`src/rtl/qbd_pkg.sv`:
```
package qbd_pkg;
   localparam int unsigned QBD_MAX_SYNC = 3;

   typedef enum logic {
      QBD_SRC_LATCH = 1'b0,
      QBD_SRC_ADDR  = 1'b1
   } qbd_src_e;

   // Resolved pin level: strong low wins, otherwise weak high unless pulled outside.
   function automatic logic qbd_resolve(input logic pd, input logic ext_low);
      return ~pd & ~ext_low;
   endfunction
endpackage

```
`src/rtl/qbd_latch.sv`:
```
module qbd_latch #(
   parameter int unsigned WIDTH = 8
) (
   input  logic             clk,
   input  logic             rst_n,
   input  logic             wr_en,
   input  logic [WIDTH-1:0] wr_data,
   output logic [WIDTH-1:0] latch_q
);
   localparam logic [WIDTH-1:0] RST_VAL = {WIDTH{1'b1}};

   generate
      if (WIDTH < 1) begin : g_bad_width
         $error("qbd_latch: WIDTH must be at least 1");
      end
   endgenerate

   always_ff @(posedge clk) begin
      if (!rst_n)
         latch_q <= RST_VAL;
      else if (wr_en)
         latch_q <= wr_data;
   end

   AST_WR_CAPTURE: assert property (@(posedge clk) disable iff (!rst_n)
      wr_en |=> latch_q == $past(wr_data));

   AST_LATCH_HOLD: assert property (@(posedge clk) disable iff (!rst_n)
      !wr_en |=> $stable(latch_q));
endmodule

```
`src/rtl/qbd_drive.sv`:
```
module qbd_drive #(
   parameter int unsigned WIDTH = 8
) (
   input  logic             clk,
   input  logic             rst_n,
   input  logic [WIDTH-1:0] latch_q,
   input  logic             addr_mode,
   input  logic [WIDTH-1:0] addr_hi,
   input  logic [WIDTH-1:0] ext_pull_low,
   output logic [WIDTH-1:0] pull_dn_en,
   output logic [WIDTH-1:0] weak_pu_en,
   output logic [WIDTH-1:0] pin_level
);
   import qbd_pkg::*;

   qbd_src_e src;
   assign src = addr_mode ? QBD_SRC_ADDR : QBD_SRC_LATCH;

   generate
      for (genvar i = 0; i < WIDTH; i++) begin : g_bit
         logic level_sel;
         always_comb begin
            unique case (src)
               QBD_SRC_ADDR:  level_sel = addr_hi[i];
               default:       level_sel = latch_q[i];
            endcase
         end
         assign pull_dn_en[i] = ~level_sel;
         assign weak_pu_en[i] = level_sel;
         assign pin_level[i]  = qbd_resolve(pull_dn_en[i], ext_pull_low[i]);
      end
   endgenerate

   AST_ADDR_DRIVE: assert property (@(posedge clk) disable iff (!rst_n)
      addr_mode |-> (pull_dn_en == ~addr_hi));

   AST_LATCH_DRIVE: assert property (@(posedge clk) disable iff (!rst_n)
      !addr_mode |-> (weak_pu_en == latch_q));

   AST_PULL_EXCL: assert property (@(posedge clk) disable iff (!rst_n)
      (pull_dn_en & weak_pu_en) == '0);

   AST_PIN_LOW: assert property (@(posedge clk) disable iff (!rst_n)
      (pin_level & pull_dn_en) == '0);
endmodule

```
`src/rtl/qbd_pin_sync.sv`:
```
module qbd_pin_sync #(
   parameter int unsigned WIDTH  = 8,
   parameter int unsigned STAGES = 2
) (
   input  logic             clk,
   input  logic             rst_n,
   input  logic [WIDTH-1:0] pin_level,
   output logic [WIDTH-1:0] pin_rd
);
   localparam logic [WIDTH-1:0] IDLE_VAL = {WIDTH{1'b1}};

   generate
      if (STAGES > qbd_pkg::QBD_MAX_SYNC) begin : g_bad_stages
         $error("qbd_pin_sync: STAGES exceeds QBD_MAX_SYNC");
      end

      if (STAGES == 0) begin : g_comb
         assign pin_rd = pin_level;
      end else begin : g_reg
         logic [WIDTH-1:0] stage_q [STAGES];
         always_ff @(posedge clk) begin
            if (!rst_n) begin
               for (int s = 0; s < STAGES; s++) stage_q[s] <= IDLE_VAL;
            end else begin
               stage_q[0] <= pin_level;
               for (int s = 1; s < STAGES; s++) stage_q[s] <= stage_q[s-1];
            end
         end
         assign pin_rd = stage_q[STAGES-1];
      end
   endgenerate
endmodule

```
`src/rtl/qbd_port.sv`:
```
module qbd_port #(
   parameter int unsigned WIDTH       = 8,
   parameter int unsigned SYNC_STAGES = 2
) (
   input  logic             clk,
   input  logic             rst_n,
   input  logic             wr_en,
   input  logic [WIDTH-1:0] wr_data,
   input  logic             addr_mode,
   input  logic [WIDTH-1:0] addr_hi,
   input  logic [WIDTH-1:0] ext_pull_low,
   output logic [WIDTH-1:0] pull_dn_en,
   output logic [WIDTH-1:0] weak_pu_en,
   output logic [WIDTH-1:0] pin_rd,
   output logic [WIDTH-1:0] latch_rd
);
   logic [WIDTH-1:0] latch_q;
   logic [WIDTH-1:0] pin_level;

   qbd_latch #(.WIDTH(WIDTH)) u_latch (
      .clk     (clk),
      .rst_n   (rst_n),
      .wr_en   (wr_en),
      .wr_data (wr_data),
      .latch_q (latch_q)
   );

   qbd_drive #(.WIDTH(WIDTH)) u_drive (
      .clk          (clk),
      .rst_n        (rst_n),
      .latch_q      (latch_q),
      .addr_mode    (addr_mode),
      .addr_hi      (addr_hi),
      .ext_pull_low (ext_pull_low),
      .pull_dn_en   (pull_dn_en),
      .weak_pu_en   (weak_pu_en),
      .pin_level    (pin_level)
   );

   qbd_pin_sync #(.WIDTH(WIDTH), .STAGES(SYNC_STAGES)) u_sync (
      .clk       (clk),
      .rst_n     (rst_n),
      .pin_level (pin_level),
      .pin_rd    (pin_rd)
   );

   assign latch_rd = latch_q;

   AST_MODE_EXIT: assert property (@(posedge clk) disable iff (!rst_n)
      ($past(addr_mode) && !addr_mode) |-> (pull_dn_en == ~latch_rd));
endmodule

```
`config.mk`:
```
export PLATFORM = sky130hd
export DESIGN_NAME = qbd_port
export DESIGN_NICKNAME = d
export VERILOG_FILES = /design/src/rtl/qbd_pkg.sv /design/src/rtl/qbd_latch.sv /design/src/rtl/qbd_drive.sv /design/src/rtl/qbd_pin_sync.sv /design/src/rtl/qbd_port.sv
export SDC_FILE = /design/constraint.sdc
export NUM_CORES = 1
export LEC_CHECK = 0
export ABC_AREA = 1
export BUFFER_PORTS_ARGS = -buffer_cell sky130_fd_sc_hd__buf_2
export CAP_MARGIN = 25
export CORE_MARGIN = 1
export CORE_UTILIZATION = 45
export DETAILED_ROUTE_END_ITERATION = 10
export GPL_ROUTABILITY_DRIVEN = 0
export PLACE_DENSITY_LB_ADDON = 0.08
export SLEW_MARGIN = 10
export SYNTH_ARGS = -nofsm -noshare
export SYNTH_HDL_FRONTEND = slang
export SYNTH_HIERARCHICAL = 1
export SYNTH_SLANG_ARGS = --single-unit
```
`constraint.sdc`:
```
create_clock -name clk -period 1.5 [get_ports clk]
set_input_delay 0.075 -clock clk [delete_from_list [all_inputs] [get_ports clk]]
set_output_delay 0.075 -clock clk [all_outputs]
set_load 0.005 [all_outputs]
```
==> flow_metrics.env <==
export IMPL_worst_hold_path_type="in -> reg"
export IMPL_placement_setup_worst_slack_ns=0.735
export IMPL_post_synth_num_cell_types=14
export IMPL_fin_worst_skew_ns=0.00462
export IMPL_leakagePower_nw=0.916
export IMPL_synth_ff_type="sky130_fd_sc_hd__dfxtp_1"
export IMPL_post_synth_instance_area_um2=1150
export IMPL_shortest_clock_period_the_worst_path_allows_after_layout_ns=1.13
export IMPL_grt_start_max_net_pins=25
export IMPL_drt_antenna_violating_nets=0
export IMPL_routedWlPerCell_um=8.75
export IMPL_criticalPathCategory="reg -> out"
export IMPL_synth_net_count=187
export IMPL_cp_top_family="flip-flops"
export IMPL_crit_path_start_kind="flip-flop"
export IMPL_io_pins=60
export IMPL_globalRouteTotalUtil_pct=17.3
export IMPL_synth_common_cells="sky130_fd_sc_hd__nand2_1, sky130_fd_sc_hd__inv_1, sky130_fd_sc_hd__dfxtp_1"
export IMPL_critical_path_reg2reg_startpoint="u_latch/latch_q[5]$_SDFFE_PN1P_"
export IMPL_syn_to_final_growth_pct=30.1
export IMPL_hold_worst_slack_ns=0.0920
export IMPL_required_time_of_the_worst_setup_path_ns=1.42
export IMPL_timing_critical_path_slowest_stage_cell="sky130_fd_sc_hd__dfxtp_1"
export IMPL_detail_route_iter0_violations=3
export IMPL_postSynthCellCount=159
export IMPL_synth_top_area_cell="sky130_fd_sc_hd__dfxtp_1"
export IMPL_grt_pass1_wl_um=3480
export IMPL_layout_worst_path_cycle_share_pct=75.5
export IMPL_finalSetupViolCount=0
export IMPL_synth_most_common_cell="sky130_fd_sc_hd__nand2_1"
export IMPL_worstHoldStart="wr_en"
export IMPL_fp_row_count=17
export IMPL_setup_worst_path_end_class="primary output"
export IMPL_cts_buffer_count=3
export IMPL_worst_reg_to_reg_setup_slack_ns=0.71
export IMPL_cp_cell_sequence="inv_1 > nand2_1 > nand2_2 > inv_1 > buf_2"
export IMPL_vias_in_the_first_global_route=879
export IMPL_irDropWorstVdd_mv=0.629
export IMPL_ys_top_cells_by_area="sky130_fd_sc_hd__dfxtp_1, sky130_fd_sc_hd__nand2_1, sky130_fd_sc_hd__inv_1, sky130_fd_sc_hd__buf_4, sky130_fd_sc_hd__nand2_2"
export IMPL_tritoncts="built"
export IMPL_overflow=0
export IMPL_postSynthRegisterBits=24
export IMPL_critPathMostFrequentCell="sky130_fd_sc_hd__inv_1"
export IMPL_synth_seq_area_share_pct=41.6
export IMPL_synth_edff_count=0
export IMPL_layout_drive_gt1_share_pct=38.7
export IMPL_cts_sinks=24
export IMPL_root_buffer="sky130_fd_sc_hd__clkbuf_4"
export IMPL_cts_buffer_depth=2
export IMPL_path_clk_slew_ns=0.13
export IMPL_power_density_nw_per_um2=861
export IMPL_synth_avg_cell_area_um2=7.26
export IMPL_final_critical_path_setup_slack_ns=0.367
export IMPL_yosys_warnings=6
export IMPL_dieWidth_um=52.7
export IMPL_die_height_um=52.7
export IMPL_final_setup_tns_ns=0
export IMPL_cts_htree_levels=1
export IMPL_insertion_delay_ns=0.30
export IMPL_max_slew_margin_pct=70.7
export IMPL_timing_final_max_slew_violations=0
export IMPL_portBuffers=59
export IMPL_critPathMaxStageDelay_ns=0.39
export IMPL_area_share_of_the_largest_cell_type_after_synthesis_pct=41.6
export IMPL_fill_cells=196
export IMPL_critPathLaunch="u_latch/latch_q[5]$_SDFFE_PN1P_"
export IMPL_number_of_nets_in_the_layout=246
export IMPL_detail_route_wirelength_um=2140
export IMPL_design_die_area_um2=2770
export IMPL_maxClockFrequency_ghz=0.883
export IMPL_path_buf_inv=3
export IMPL_viasPerCell=4.05
export IMPL_hold_violations=0
export IMPL_timing_worst_slew_pin_value_ns=0.440
export IMPL_drv_max_cap_violation_count=0
export IMPL_vias=992
export IMPL_grt_setup_unrepaired="no"
export IMPL_fp_coreArea_um2=2320
export IMPL_antenna_cells_inserted=0
export IMPL_ys_async_sr_fraction_pct=0
export IMPL_antenna_found_initial=0
export IMPL_drt_pass1_iterations=2
export IMPL_maximum_net_fanout_on_the_critical_path=3
export IMPL_arrival_ns=1.06
export IMPL_drc_violations_left=0
export IMPL_post_cts_resize_count=0
export IMPL_status="completed"
export IMPL_dp_hpwl_um=1510
export IMPL_initial_utilization_pct=49.8
[worst paths after layout]
check | endpoint | cells past startpoint
max | weak_pu_en[5] | 5
max reg2reg | u_sync/g_reg.stage_q[0][5]$_SDFF_PN1_ | 6
min reg2reg | u_sync/g_reg.stage_q[0][15]$_SDFF_PN1_ | 2
min | u_latch/latch_q[3]$_SDFFE_PN1P_ | 3
[what timing repair did]
| action | in CTS | in global routing |
|---|---|---|
| endpoints found under the hold margin | 16 | 0 |
| buffers inserted | 0 | 0 |
| hold buffers | 16 | 0 |
[worst reg2reg max path, cell delays in order (launching register included)]
cell and delay (ns):
sky130_fd_sc_hd__dfxtp_1 0.39, sky130_fd_sc_hd__inv_1 0.05, sky130_fd_sc_hd__nand2_1 0.08, sky130_fd_sc_hd__nand2_2 0.07
sky130_fd_sc_hd__nor2_2 0.08, sky130_fd_sc_hd__inv_1 0.04, sky130_fd_sc_hd__nand2_1 0.04
[metrics by stage]
step | total power, mW | cell area (µm²) | std cells | utilization, %
CTS | 1.30 | 1500 | 245 | 64.8
finish | 1.29 | 1500 | 245 | 64.8
global placement | 0.938 | 1310 | 225 | 56.3
global route | 1.37 | 1500 | 245 | 64.8
floorplan | 0.886 | 1150 | 159 | -
detailed placement | 0.942 | 1310 | 225 | 56.3
[power by group]
part	internal [mW]	leakage [nW]	switching, mW	total [mW]
logic	0.134	0.695	0.128	0.262
clock network	0.148	0.0210	0.187	0.335
registers	0.680	0.200	0.0167	0.697
total	0.962	0.916	0.332	1.29
[cells by family after synthesis]
logic type | Yosys count | synth area share (%)
DFF | 24 | 41.6
buffers and inverters | 63 | 29.6
and+or+nand+nor | 72 | 28.8
[layout make-up]
class                           count  area, µm²  area share [%]
Clock buffer                        4       36.3            2.41
Inverter                           42        163            10.8
Multi-Input combinational cell     72        333            22.1
Sequential cell                    24        480            32.0
Tap cell                           28       35.0            2.33
Timing Repair Buffer               75        455            30.3
[cell usage in the layout (no fill, tap or decap)]
cell and instances:
sky130_fd_sc_hd__inv_2 1, sky130_fd_sc_hd__inv_6 1, sky130_fd_sc_hd__inv_1 40, sky130_fd_sc_hd__nor2_2 6, sky130_fd_sc_hd__buf_2 59, sky130_fd_sc_hd__nand3_1 8, sky130_fd_sc_hd__nor2_1 2, sky130_fd_sc_hd__nand2_1 43
sky130_fd_sc_hd__nand2_4 1, sky130_fd_sc_hd__dfxtp_1 24, sky130_fd_sc_hd__dlygate4sd3_1 16, sky130_fd_sc_hd__clkbuf_4 3, sky130_fd_sc_hd__nand2_2 12, sky130_fd_sc_hd__clkbuf_8 1
[routing by layer]
metal  vias to the layer above  share of wire, %  track usage, %
li1                        541                 -               -
met1                       420                38            16.6
met2                        29                56            34.4
met3                         2               4.7            4.06
met4                         0              0.65            6.58
met5                         -                 0               0
[registers in the layout, indices dropped and copies added (netlist names)]
| name | cells |
|---|---|
| u_latch/latch_q | 8 |
| u_sync/g_reg.stage_q | 16 |
Note: power is estimated with default switching activity, not from simulation.
